==> config.mk <==
export PLATFORM = sky130hd
export DESIGN_NAME = irq_agg
export DESIGN_NICKNAME = d
export VERILOG_FILES = /design/src/rtl/irq_agg_pkg.sv /design/src/rtl/irq_sticky_bank.sv /design/src/rtl/irq_read_mux.sv /design/src/rtl/irq_agg.sv
export SDC_FILE = /design/constraint.sdc
export NUM_CORES = 1
export LEC_CHECK = 0
export BUFFER_PORTS_ARGS = -buffer_cell sky130_fd_sc_hd__buf_2
export CORE_UTILIZATION = 30
export DETAILED_ROUTE_END_ITERATION = 12
export MAX_ROUTING_LAYER = met4
export PLACE_DENSITY = 0.53
export SLEW_MARGIN = 20
export SYNTH_ARGS = -nofsm -noshare
export SYNTH_HDL_FRONTEND = slang
export SYNTH_SLANG_ARGS = --single-unit
export TNS_END_PERCENT = 30
==> constraint.sdc <==
create_clock -name clk_i -period 3.1 [get_ports clk_i]
set_input_delay 0.31 -clock clk_i [delete_from_list [all_inputs] [get_ports clk_i]]
set_output_delay 0.31 -clock clk_i [all_outputs]
set_load 0.01 [all_outputs]
==> src/rtl/irq_agg_pkg.sv <==
package irq_agg_pkg;
    localparam int unsigned ADDR_W = 3;
    localparam int unsigned NUM_SUM = 3;

    localparam logic [ADDR_W-1:0] A_TOP_ST  = 3'd0;
    localparam logic [ADDR_W-1:0] A_TOP_EN  = 3'd1;
    localparam logic [ADDR_W-1:0] A_LINE_ST = 3'd2;
    localparam logic [ADDR_W-1:0] A_LINE_EN = 3'd3;
    localparam logic [ADDR_W-1:0] A_SPC_ST  = 3'd4;
    localparam logic [ADDR_W-1:0] A_SPC_EN  = 3'd5;
    localparam logic [ADDR_W-1:0] A_GEN_ST  = 3'd6;
    localparam logic [ADDR_W-1:0] A_GEN_EN  = 3'd7;
endpackage

==> src/rtl/irq_sticky_bank.sv <==
module irq_sticky_bank #(
    parameter int unsigned W = 8
) (
    input  logic         clk_i,
    input  logic         rst_i,
    input  logic [W-1:0] set_i,
    input  logic         clr_i,
    output logic [W-1:0] q_o
);
    logic [W-1:0] bits_d, bits_q;

    // A new event beats a clear on the same edge.
    always_comb begin
        bits_d = clr_i ? '0 : bits_q;
        bits_d = bits_d | set_i;
    end

    always_ff @(posedge clk_i) begin
        if (rst_i) bits_q <= '0;
        else       bits_q <= bits_d;
    end

    assign q_o = bits_q;
endmodule

==> src/rtl/irq_read_mux.sv <==
module irq_read_mux #(
    parameter int unsigned DW = 8,
    parameter int unsigned AW = 3,
    localparam int unsigned N = 1 << AW
) (
    input  logic [N-1:0][DW-1:0] regs_i,
    input  logic [AW-1:0]        sel_i,
    output logic [DW-1:0]        data_o
);
    always_comb data_o = regs_i[sel_i];
endmodule

==> src/rtl/irq_agg.sv <==
module irq_agg
    import irq_agg_pkg::*;
#(
    parameter int unsigned DATA_W = 8,
    localparam int unsigned EV_W = DATA_W - NUM_SUM
) (
    input  logic              clk_i,
    input  logic              rst_i,
    input  logic [ADDR_W-1:0] addr_i,
    input  logic              rd_en_i,
    input  logic              wr_en_i,
    input  logic [DATA_W-1:0] wdata_i,
    output logic [DATA_W-1:0] rdata_o,
    input  logic [EV_W-1:0]   top_ev_i,
    input  logic [DATA_W-1:0] line_lvl_i,
    input  logic [DATA_W-1:0] spc_ev_i,
    input  logic [DATA_W-1:0] gen_ev_i,
    output logic              irq_n_o
);
    localparam int unsigned NREG = 1 << ADDR_W;

    typedef struct packed {
        logic [DATA_W-1:0] top_en;
        logic [DATA_W-1:0] line_en;
        logic [DATA_W-1:0] spc_en;
        logic [DATA_W-1:0] gen_en;
        logic [DATA_W-1:0] line_st;
        logic [DATA_W-1:0] rdata;
    } agg_state_t;

    agg_state_t st_d, st_q;

    logic [EV_W-1:0]   top_ev_st;
    logic [DATA_W-1:0] spc_st, gen_st;
    logic [NUM_SUM-1:0] summary;
    logic [DATA_W-1:0] top_view;
    logic [DATA_W-1:0] rd_mux;
    logic [NREG-1:0][DATA_W-1:0] reg_file;
    logic clr_top, clr_spc, clr_gen;

    assign clr_top = rd_en_i && (addr_i == A_TOP_ST);
    assign clr_spc = rd_en_i && (addr_i == A_SPC_ST);
    assign clr_gen = rd_en_i && (addr_i == A_GEN_ST);

    irq_sticky_bank #(.W(EV_W)) u_top_bank (
        .clk_i(clk_i), .rst_i(rst_i), .set_i(top_ev_i), .clr_i(clr_top), .q_o(top_ev_st)
    );
    irq_sticky_bank #(.W(DATA_W)) u_spc_bank (
        .clk_i(clk_i), .rst_i(rst_i), .set_i(spc_ev_i), .clr_i(clr_spc), .q_o(spc_st)
    );
    irq_sticky_bank #(.W(DATA_W)) u_gen_bank (
        .clk_i(clk_i), .rst_i(rst_i), .set_i(gen_ev_i), .clr_i(clr_gen), .q_o(gen_st)
    );

    always_comb begin
        summary[0] = |(st_q.line_st & st_q.line_en);
        summary[1] = |(spc_st & st_q.spc_en);
        summary[2] = |(gen_st & st_q.gen_en);
        top_view   = {top_ev_st, summary};
    end

    always_comb begin
        reg_file[A_TOP_ST]  = top_view;
        reg_file[A_TOP_EN]  = st_q.top_en;
        reg_file[A_LINE_ST] = st_q.line_st;
        reg_file[A_LINE_EN] = st_q.line_en;
        reg_file[A_SPC_ST]  = spc_st;
        reg_file[A_SPC_EN]  = st_q.spc_en;
        reg_file[A_GEN_ST]  = gen_st;
        reg_file[A_GEN_EN]  = st_q.gen_en;
    end

    irq_read_mux #(.DW(DATA_W), .AW(ADDR_W)) u_mux (
        .regs_i(reg_file), .sel_i(addr_i), .data_o(rd_mux)
    );

    always_comb begin
        st_d = st_q;
        st_d.line_st = line_lvl_i;
        if (rd_en_i) st_d.rdata = rd_mux;
        if (wr_en_i) begin
            case (addr_i)
                A_TOP_EN:  st_d.top_en  = wdata_i;
                A_LINE_EN: st_d.line_en = wdata_i;
                A_SPC_EN:  st_d.spc_en  = wdata_i;
                A_GEN_EN:  st_d.gen_en  = wdata_i;
                default:   ;
            endcase
        end
    end

    always_ff @(posedge clk_i) begin
        if (rst_i) st_q <= '0;
        else       st_q <= st_d;
    end

    assign rdata_o = st_q.rdata;
    assign irq_n_o = ~|(top_view & st_q.top_en);
endmodule

---- Yosys cells after proc, flatten, opt, wreduce, memory -nomap -nowiden ----
Index checks and enable logic that the tools add are counted.
storage, ports and cells
  flip-flop bits (word level) ............. 69
  output and inout port bits .............. 9
  word-level logic and storage cells ...... 41
cells by class
  reductions and logical operators ........ 13
  bitwise operators ....................... 7
  muxes and demuxes ....................... 5
  magnitude comparators ................... 1
  eq/ne operators ......................... 6
operators with widths
  operator              number
  $and A8 B8 Y8         4
  $reduce_or A8 Y1      4
  $bmux W8 S3           1
  $mux W8               3
  $or A8 B8 Y8          2
  $eq A3 B3 Y1 const B  4
  $reduce_and A2 Y1     4
  $mux W5               1
  $or A5 B5 Y5          1
  $lt A3 B4 Y1 const B  1
  $eq A3 B1 Y1 const B  1
  $eq A3 B2 Y1 const B  1
  $logic_and A1 B1 Y1   3
  $logic_not A3 Y1      1
  $logic_not A1 Y1      1

---- Longest topological paths before layout ----
Gate-level depths: netlist of run 1.
  depth in word-level cells ............... 5
  depth in mapped cells ................... 6

---- Modules after synthesis ----
From an unflattened synthesis of run 1, not the netlist that was laid out.
unflattened totals
  cells, all modules ...................... 323
  area, all modules ....................... 3,201.8 um^2
modules (own cells, without submodules)
  module                            area each (um^2)  instances  seq. area each (um^2)  cells an instance
  irq_agg                           1,868.0           1          960.9                  208
  irq_sticky_bank (u_gen_bank ...)  304.0             2          160.2                  33
  irq_read_mux                      550.5             1          0.0                    29
  irq_sticky_bank (u_top_bank)      175.2             1          100.1                  20

---- Worst setup path after synthesis of run 1 ----
Ideal clock, no wire load.
  path type ............................... flip-flop to output port
  start point ............................. reg u_top_bank.bits_q[2] (netlist: u_top_bank.q_o[2])
  end point ............................... out irq_n_o
  arrival ................................. 1.353 ns
  setup slack ............................. 1.437 ns
  buffers on the path ..................... 0
  cell stages (with the launch flop) ...... 4
  cells stage by stage .................... dfxtp_1 -> a222oi_1 -> nand2_1 -> a2111oi_0
on the way
  word-level cells in the longest chain between the ends .. 3
RTL lines
  what                    line                   RTL
  from (decl)             irq_sticky_bank.sv:10  logic [W-1:0] bits_d, bits_q;
  from (signal assigned)  irq_sticky_bank.sv:20  else bits_q <= bits_d;
  $and A8 B8 Y8           irq_agg.sv:98          assign irq_n_o = ~|(top_view & st_q.top_en);
  $reduce_or A8 Y1        irq_agg.sv:98
  $logic_not A1 Y1        irq_agg.sv:98
  to (decl)               irq_agg.sv:18          output logic irq_n_o
Every way passes these cells.

---- Final worst setup path of run 1 ----
Same ends and word-level chain as after synthesis.

==> impl_metrics.csv, run 1 <==
group,metric,value,unit
power_and_ir_drop,power_density,613.1,nW/um2
clocking,cts.htree.levels,3,
power_and_ir_drop,power_frac_clock,47.6,%
logic_synthesis,synth_area_leader_cell,"dfxtp_1",
drt,drc_errors,0,
clocking,cts_post_setup_buffers_inserted,0,
clocking,cts.path.max_buffers,2,
logic_synthesis,syn-instance-count,319,
timing,slew_viol_final,0,
worst_hold_path,holdPathStages,3,
timing,grt_setup_unrepaired,"false",
place,placed_area,3294,um2
final_layout,design_area,3581,um2
final_layout,area_delta_synth_final,19.80,%
grt,grt_max_degree,35,
power_and_ir_drop,internal_power,1.714,mW
logic_synthesis,syn_nets,363,
clocking,root_buffer,"clkbuf_8",
worst_hold_path,hold_class,"in2reg",
final_layout,fin_nets,405,
timing,finalHoldViolCount,0,
place,pre_cts_ws,1058,ps
clocking,cts_tree,"done",
timing,finalSetupViolCount,0,
grt,grt_usage,17.27,%
timing,clock.fmax,0.4572,GHz
grt,grt_pass1_wl,12640,um
critical_path,r2r-end,"rdata_o[1]",
drt,routedWlPerCell,16.35,um
drt,ant_nets,0,
clocking,cts_hold_buffers,0,
logic_synthesis,synth.most_common_cell,"dfxtp_1",
floorplanning,core_area,9729,um2
critical_path,crit_fanout,3,
critical_path,crit_cells,4,
logic_synthesis,synth-async-reset-ratio,0,%
floorplanning,start_util,30.72,%
logic_synthesis,synth.area.top_cells,"dfxtp_1 46%, a21oi_1 8.5%, nand2_1 6.3%, mux4_2 5.3%, mux2i_1 5.0%",
place,port_buffers,52,
critical_path,timing.critical_path.required,2790,ps
grt,grt_pass1_vias,2338,
critical_path,slowest_stage,"a2111oi_0",
place,gp_congestion,0.7805,
critical_path,crit_path_end,"irq_n_o",
timing,maxSlewHeadroom,48.49,%
timing,setup_slack,912.8,ps
timing,finClkSkew,12.27,ps
floorplanning,die_w,101.8,um
power_and_ir_drop,power.leakage,1.386,nW
critical_path,arrival,1880,ps
power_and_ir_drop,p_sw_share,21.96,%
power_and_ir_drop,irDropWorstVdd,0.2713,mV
clocking,clk_pin_slew,80,ps
critical_path,crit_buf_inv,1,
power_and_ir_drop,finalPower,2.196,mW
drt,wl,8157,um
clocking,cts_num_sinks,69,
timing,setup_tns,0,ps
logic_synthesis,synth.distinct_cells,36,
timing,fin_crit,2187,ps
clocking,cts_resized,0,
clocking,numCtsBuffers,9,
final_layout,layout-drive-gt1-share,22.13,%
critical_path,reg2reg_depth,3,
power_and_ir_drop,comb_power_share,8.6,%
floorplanning,ios,53,
final_layout,ff_latch_area,1381,um2
grt,antenna_found_initial,0,
drt,num_vias,2513,
logic_synthesis,syn-cell-area,2989,um2
critical_path,critPathMaxStageDelay,460,ps
grt,grt-ovfl-total,0,
critical_path,end_kind,"output pin",
critical_path,startpoint_type,"register",
power_and_ir_drop,switching_power,0.4821,mW
logic_synthesis,synth_warnings,0,
logic_synthesis,synth_common_cells,"69 x dfxtp_1, 51 x a21oi_1, 50 x nand2_1",
critical_path,ff2ff_setup_slack,1800,ps
critical_path,cp_top_family,"compound AO/OA/AOI/OAI gates",
final_layout,diodes,0,
floorplanning,row_count,36,
floorplanning,die_h,101.8,um
critical_path,worstSetupPathType,"reg2out",
clocking,clk_latency,350,ps
critical_path,r2r-start,"reg_file[57]",
run_status,status,"complete, no violations",
final_layout,multi_input_area,1460,um2
logic_synthesis,synth_edf_count,0,
logic_synthesis,synth_top_flop_cell,"dfxtp_1",
logic_synthesis,synth_top_area_share,46.21,%
flow_run,maxCapViolCount,0,
critical_path,critPathLaunch,"u_top_bank.q_o[2]",
timing,tightest_slew,772.7,ps
logic_synthesis,synth-seq-cells,69,
floorplanning,fp.dieArea,10370,um2
logic_synthesis,avgSynthCellArea,9.370,um2
place,dp_hpwl,5850,um
logic_synthesis,yosysSeqAreaShare,46.21,%
power_and_ir_drop,pwr-share-seq,43.8,%
drt,initialDrtViolationCount,68,
final_layout,final.fill_count,1031,
drt,firstDrtPassIters,4,
drt,via_per_inst,5.036,
critical_path,path_cells,"a222oi_1 -> nand2_1 -> a2111oi_0 -> buf_2",
timing,fin_crit_sh,70.55,%
[flip-flops by register name, summed over array words and instances (netlist names)]
signal	count
u_top_bank.q_o	5
u_spc_bank.q_o	8
u_gen_bank.q_o	8
reg_file	40
rdata_o	8
[cell families (layout without fill, tap and decap cells)]
family          after synthesis  after routing  share of synthesized area [%]
mux                          26             26                          13.81
compound gates               82             82                          17.04
flops                        69             69                          46.21
simple gates                115            115                          18.00
buf+inv                      27             74                          4.939
[how the worst min path moves through the flow]
stage	start	to	slack, ps
after global placement	reg_file[41]	reg_file[41]	460
after detailed placement	reg_file[41]	reg_file[41]	460
after CTS	spc_ev_i[1]	u_spc_bank.q_o[1]	140
after floorplan	gen_ev_i[0]	u_gen_bank.q_o[0]	430
final	spc_ev_i[1]	u_spc_bank.q_o[1]	160
after global routing	gen_ev_i[0]	u_gen_bank.q_o[0]	150
[power by group through the flow]
stage	combinational [mW]	clock [mW]	sequential, mW
finish	0.190	1.04	0.961
global route	0.211	1.10	0.965
CTS	0.193	1.07	0.961
detailed placement	0.192	0	0.982
global placement	0.189	0	0.980
floorplan	0.124	0	0.973
[per-layer routing]
layer	GRT usage (%)	routed length [um]	vias to the layer above	share of wire, %
li1	-	-	1231	-
met1	23.06	3815	1218	47
met2	25.94	3923	60	48
met3	3.625	387	4	4.7
met4	5.934	30	0	0.37
met5	-	0	-	0
[worst reg2reg max path, cell delays in order, from the launching register on]
cell	delay, ps
dfxtp_1	330
mux4_2	470
o311a_1	300
o31a_1	100
[through the flow]
stage / util, % / hold WS, ps / std cells
2_1_floorplan: - / 427.4 / 319
4_1_cts: 36.81 / 144.9 / 499
6_report: 36.81 / 157.7 / 499
5_1_grt: 36.81 / 153.1 / 499
3_5_place_dp: 33.86 / 463.4 / 483
3_3_place_gp: 33.86 / 459.4 / 483
[cell type report]
class                           instances  share of cell area (%)
Sequential cell                        69                   38.57
Multi-Input combinational cell        223                   40.78
Timing Repair Buffer                   53                   7.477
Clock inverter                          6                   4.437
Clock buffer                           10                   3.564
Tap cell                              133                   4.647
Inverter                                5                  0.5241
[cells in the final DEF, fill, tap and decap left out]
cell       netlist  final
and4b_1          2      2
o311a_1          3      3
and3b_1          1      1
a22oi_1         13     13
dfxtp_1         69     69
a222oi_1         1      1
o31a_1           1      1
nand2_1         50     50
or2_2            2      2
buf_2            5     52
a221oi_1         1      1
and4_2           1      1
and4bb_2         1      1
nand2b_1         1      1
a2111oi_0        1      1
bufinv_16        0      5
nand4b_1         3      3
o22ai_1          5      5
inv_1            5      5
a221oi_2         1      1
nor2_1          36     36
or4b_4           1      1
a21oi_1         51     51
a41oi_1          5      5
and3_1           1      1
buf_4            1      1
nor3_1           5      5
mux4_1           4      4
mux4_2           7      7
nor2b_1          8      8
clkinv_4         0      1
mux2i_1         15     15
nand4bb_1        1      1
nand4_1          2      2
clkbuf_8         0      9
clkbuf_1        10      1
(Power assumes the default switching activity.)
==> run 2: changes to the inputs <==
==> constraint.sdc (replaced) <==
create_clock -name clk_i -period 2.11 [get_ports clk_i]
set_input_delay 0.211 -clock clk_i [delete_from_list [all_inputs] [get_ports clk_i]]
set_output_delay 0.211 -clock clk_i [all_outputs]
set_load 0.01 [all_outputs]
==> run 2 against run 1 <==
Largest power group is now registers. First-iteration DRC count grew 140%. Highest routed layer unchanged. Largest cell class unchanged. Worst hold slack got worse by 83 ps. Sequential power increased by 47%.
==> impl_metrics.csv, run 2 (same netlist as run 1, synthesis figures left out) <==
group,metric,value,unit
timing,clock.fmax,0.5063,GHz
critical_path,reg2reg_depth,3,
power_and_ir_drop,p_sw_share,24.35,%
timing,fin_crit_sh,93.60,%
worst_hold_path,worstHoldEndpoint,"reg_file[19]",
drt,via_per_inst,4.962,
flow_run,maxCapViolCount,0,
place,port_buffers,52,
drt,routedWlPerCell,16.37,um
drt,num_vias,2506,
place,pre_cts_ws,233.8,ps
grt,grt-busiest-layer,"met2",
power_and_ir_drop,pwr-share-seq,47.8,%
power_and_ir_drop,power_frac_clock,42.2,%
timing,tightest_slew,595.5,ps
clocking,cts.htree.levels,3,
clocking,cts_post_setup_buffers_inserted,0,
grt,grt_usage,17.73,%
critical_path,worstSetupPathType,"reg2out",
grt,antenna_found_initial,0,
timing,grt_setup_unrepaired,"false",
critical_path,ff2ff_setup_slack,810,ps
grt,met1_usage,22.97,%
timing,slew_viol_final,0,
final_layout,largest_register_ffs,40,
place,dp_hpwl,5957,um
clocking,clk_pin_slew,80,ps
power_and_ir_drop,switching_power,0.7175,mW
drt,ant_nets,0,
critical_path,end_kind,"output pin",
worst_hold_path,holdPathStages,2,
final_layout,layout-drive-gt1-share,23.92,%
final_layout,area_delta_synth_final,20.59,%
clocking,root_buffer,"clkbuf_8",
floorplanning,fp.dieArea,10370,um2
run_status,status,"complete, no violations",
grt,grt_pass1_vias,2452,
clocking,cts.path.max_buffers,2,
critical_path,r2r-start,"reg_file[57]",
floorplanning,die_h,101.8,um
critical_path,r2r-end,"rdata_o[1]",
timing,setup_slack,135.0,ps
worst_hold_path,worstHoldStart,"line_lvl_i[3]",
critical_path,timing.critical_path.required,1900,ps
floorplanning,die_w,101.8,um
power_and_ir_drop,power_density,817.4,nW/um2
final_layout,mostFrequentLayoutCell,"dfxtp_1",
critical_path,arrival,1760,ps
timing,finalSetupViolCount,0,
power_and_ir_drop,irDropWorstVdd,0.4002,mV
timing,maxSlewHeadroom,60.30,%
drt,firstDrtPassIters,5,
clocking,clk_latency,340,ps
clocking,numCtsBuffers,9,
floorplanning,core_area,9729,um2
grt,use_met2,27.81,%
clocking,cts_hold_buffers,0,
clocking,cts_num_sinks,69,
critical_path,startpoint_type,"register",
timing,finalHoldViolCount,0,
timing,finClkSkew,6.669,ps
floorplanning,row_count,36,
timing,setup_tns,0,ps
drt,drc_errors,0,
place,gp_congestion,0.7687,
clocking,cts_tree,"done",
drt,initialDrtViolationCount,164,
timing,fin_crit,1975,ps
power_and_ir_drop,power.leakage,1.389,nW
grt,grtUsageMet3,4.241,%
final_layout,diodes,0,
drt,wl,8266,um
grt,grt_max_degree,35,
floorplanning,start_util,30.72,%
power_and_ir_drop,comb_power_share,10.0,%
final_layout,fin_nets,411,
worst_hold_path,hold_class,"in2reg",
grt,grt_pass1_wl,13050,um
power_and_ir_drop,internal_power,2.229,mW
grt,grt-ovfl-total,0,
floorplanning,ios,53,
critical_path,crit_fanout,3,
final_layout,most-common-layout-cells,"69 x dfxtp_1, 52 x buf_2, 51 x a21oi_1",
## run 2: through the flow
stage                     hold WS, ps  std cells  cell area (um2)  power, mW  utilization, %
after floorplan                 328.4        319             2989      1.612               -
after global placement          417.3        489             3352      1.729           34.45
after detailed placement        423.3        489             3352      1.733           34.45
after CTS                       54.74        505             3592      2.978           36.92
after global routing            59.18        505             3605      3.080           37.05
final                           74.79        505             3605      2.946           37.05
## run 2: cell type report
type / instances / area [um2]
fillers: 1034 / 6125
inverters: 5 / 18.77
clock inverters: 5 / 82.58
flip-flops and latches: 69 / 1381
multi-input cells: 223 / 1479
repair buffers: 59 / 325.3
clock buffers: 11 / 151.4
well taps: 133 / 166.4
## run 2: repair_timing
item	4_1_cts	5_1_grt
gates resized for setup	2	1
pin swaps	0	3
endpoints found under the setup margin	1	1
cloned	0	0
## run 2: power groups by stage
stage	Clock (mW)	Combinational (mW)	Sequential, mW
6_report	1.24	0.293	1.41
2_1_floorplan	0	0.183	1.43
5_1_grt	1.34	0.322	1.42
3_3_place_gp	0	0.292	1.44
3_5_place_dp	0	0.294	1.44
4_1_cts	1.27	0.296	1.41
## run 2: worst max-delay path by stage
stage                      start  slack (ps)      end  depth (start not counted)
2_1_floorplan  u_top_bank.q_o[2]         550  irq_n_o                          3
3_5_place_dp   u_gen_bank.q_o[5]         230  irq_n_o                          4
5_1_grt        u_gen_bank.q_o[5]           3  irq_n_o                          4
4_1_cts        u_gen_bank.q_o[5]          70  irq_n_o                          4
6_report       u_gen_bank.q_o[1]         140  irq_n_o                          4
3_3_place_gp   u_gen_bank.q_o[1]         230  irq_n_o                          4
## run 2: critical path, stage by stage, from the launching register on
cell and delay, ps:
dfxtp_1 330, a22oi_1 270, nand4_1 220, a2111oi_4 410, buf_2 190
## run 2: metal layers
| metal | vias to the layer above | wire length (um) |
|---|---|---|
| met4 | 0 | 68 |
| met3 | 6 | 366 |
| li1 | 1244 | - |
| met5 | - | 0 |
| met1 | 1188 | 3930 |
| met2 | 68 | 3902 |
==> run 3: changes to the inputs <==
==> constraint.sdc (replaced) <==
create_clock -name clk_i -period 2.11 [get_ports clk_i]
set_input_delay 0.422 -clock clk_i [delete_from_list [all_inputs] [get_ports clk_i]]
set_output_delay 0.422 -clock clk_i [all_outputs]
set_load 0.01 [all_outputs]
==> run 3 against run 2 <==
The run now ends with negative setup slack left. Largest power group unchanged. Final cell count rose by 0.40%. Routed wire length rose by 0.60%. Combinational power barely moved. Design area rose by 0.94%. Global-route usage fell by 0.22 points. Worst hold slack improved by 200 ps. Die area did not move. Setup slack got worse by 160 ps. Flip-flop and latch count did not move. Critical endpoint unchanged. Via count rose by 2.3%. Register-to-register slack got worse by 20 ps.
==> impl_metrics.csv, run 3 (same netlist as run 1, synthesis figures left out) <==
group,metric,value,unit
grt,grt_usage,17.51,%
final_layout,multi_input_area,1549,um2
drt,ant_nets,0,
final_layout,layout-drive-gt1-share,28.07,%
floorplanning,core_area,9729,um2
final_layout,largest_register_ffs,40,
place,gp_congestion,0.7722,
drt,route.met2.wl,3920,um
final_layout,area_delta_synth_final,21.72,%
run_status,violations,"negative setup slack",
final_layout,final.fill_count,1039,
drt,drc_errors,0,
floorplanning,die_h,101.8,um
drt,met3WireLength,443,um
grt,grt_max_degree,67,
clocking,cts.htree.levels,3,
timing,whs,273.9,ps
floorplanning,die_w,101.8,um
critical_path,worstSetupPathType,"reg2out",
floorplanning,fp.dieArea,10370,um2
timing,slew_viol_final,0,
clocking,cts_hold_buffers,0,
drt,wl,8316,um
timing,clock.fmax,0.4689,GHz
final_layout,ff_latch_area,1385,um2
final_layout,most-common-layout-cells,"66 x dfxtp_1, 52 x buf_2, 51 x a21oi_1",
power_and_ir_drop,power_density,742.4,nW/um2
grt,grt-ovfl-total,0,
timing,finClkSkew,10.74,ps
place,dp_hpwl,5849,um
drt,firstDrtPassIters,5,
clocking,root_buffer,"clkbuf_8",
grt,antenna_found_initial,0,
clocking,clk_latency,350,ps
critical_path,crit_fanout,2,
critical_path,timing.critical_path.required,1690,ps
drt,num_vias,2564,
floorplanning,row_count,36,
floorplanning,ios,53,
final_layout,mostFrequentLayoutCell,"dfxtp_1",
drt,initialDrtViolationCount,141,
place,port_buffers,52,
final_layout,final_cell_count_no_fill,507,
floorplanning,start_util,30.72,%
run_status,status,"finished with violations",
drt,via_per_inst,5.057,
timing,tightest_slew,567.0,ps
place,place_inst,491,
drt,m1WireLength,3844,um
final_layout,fin_nets,413,
timing,fin_crit_sh,101.1,%
clocking,cts_tree,"done",
grt,grt_pass1_wl,12880,um
timing,grt_setup_unrepaired,"true",
final_layout,diodes,0,
clocking,clk_pin_slew,70,ps
timing,maxSlewHeadroom,62.20,%
timing,finalHoldViolCount,0,
drt,top_layer,"met4",
timing,setup_tns,-22.56,ps
clocking,cts_num_sinks,69,
drt,routedWlPerCell,16.40,um
power_and_ir_drop,irDropWorstVdd,0.3121,mV
worst_hold_path,hold_class,"in2reg",
critical_path,arrival,1710,ps
flow_run,maxCapViolCount,0,
power_and_ir_drop,power.leakage,1.382,nW
timing,fin_crit,2133,ps
grt,grt_pass1_vias,2443,
timing,finalSetupViolCount,1,
timing,setup_slack,-22.56,ps
power_and_ir_drop,finalPower,2.701,mW
clocking,cts.path.max_buffers,2,
critical_path,end_kind,"output pin",
critical_path,startpoint_type,"register",
clocking,numCtsBuffers,9,
-- run 3: changes by cell type in the layout (fill, tap and decap cells not counted) --
cell / delta
a22oi_1: -11
a22oi_2: +11
dfxtp_1: -3
dfxtp_2: +3
a41oi_1: -2
a41oi_2: +2
buf_4: +2
bufinv_16: -2
clkbuf_1: +2
clkinv_2: +1
clkinvlp_4: -1
-- run 3: layout make-up --
cell class	instances	share of cell area, %
Inverter	5	0.5158
Clock buffer	13	4.367
Sequential cell	69	38.07
Clock inverter	3	0.5502
Tap cell	133	4.574
Timing Repair Buffer	61	9.353
Multi-Input combinational cell	223	42.57
-- run 3: critical path: stages (launching register included) --
cell	delay, ps
dfxtp_2	330
a22oi_2	260
a41oi_2	180
a2111oi_4	400
buf_2	200
-- run 3: worst paths after layout --
path / startpoint / end / slack [ps] / depth (start not counted)
setup / recovery: reg_file[20] / irq_n_o / -20 / 4
setup reg to reg: u_spc_bank.q_o[1] / rdata_o[1] / 790 / 3
hold reg to reg: rdata_o[5] / rdata_o[5] / 480 / 2
hold / removal: gen_ev_i[1] / u_gen_bank.q_o[1] / 270 / 3
-- run 3: through the flow --
| stage | worst slack [ps] | area [um2] | util, % |
|---|---|---|---|
| after CTS | -74.55 | 3577 | 36.77 |
| after global placement | -10.66 | 3367 | 34.61 |
| final | -22.56 | 3638 | 37.40 |
| after detailed placement | -16.66 | 3367 | 34.61 |
| after floorplan | 335.0 | 2989 | - |
| after global routing | -90.32 | 3638 | 37.40 |
-- run 3: metal layers --
layer / global-route usage [%] / vias to the layer above
met1: 22.22 / 1228
met4: 5.604 / 0
met3: 4.172 / 11
met2: 27.55 / 71
met5: - / -
li1: - / 1254
-- run 3: power by group --
| group | internal (mW) | switching, mW | total, mW |
|---|---|---|---|
| Clock | 0.490 | 0.498 | 0.988 |
| Combinational | 0.139 | 0.155 | 0.294 |
| Sequential | 1.36 | 0.0540 | 1.42 |
| Total | 1.99 | 0.707 | 2.70 |
-- run 3: timing repair --
item                                   4_1_cts  5_1_grt
setup endpoints to repair                    1        1
pin swaps                                    4        4
endpoints found under the hold margin        0        0
resized for setup                            7       12
buffers inserted                             1        0
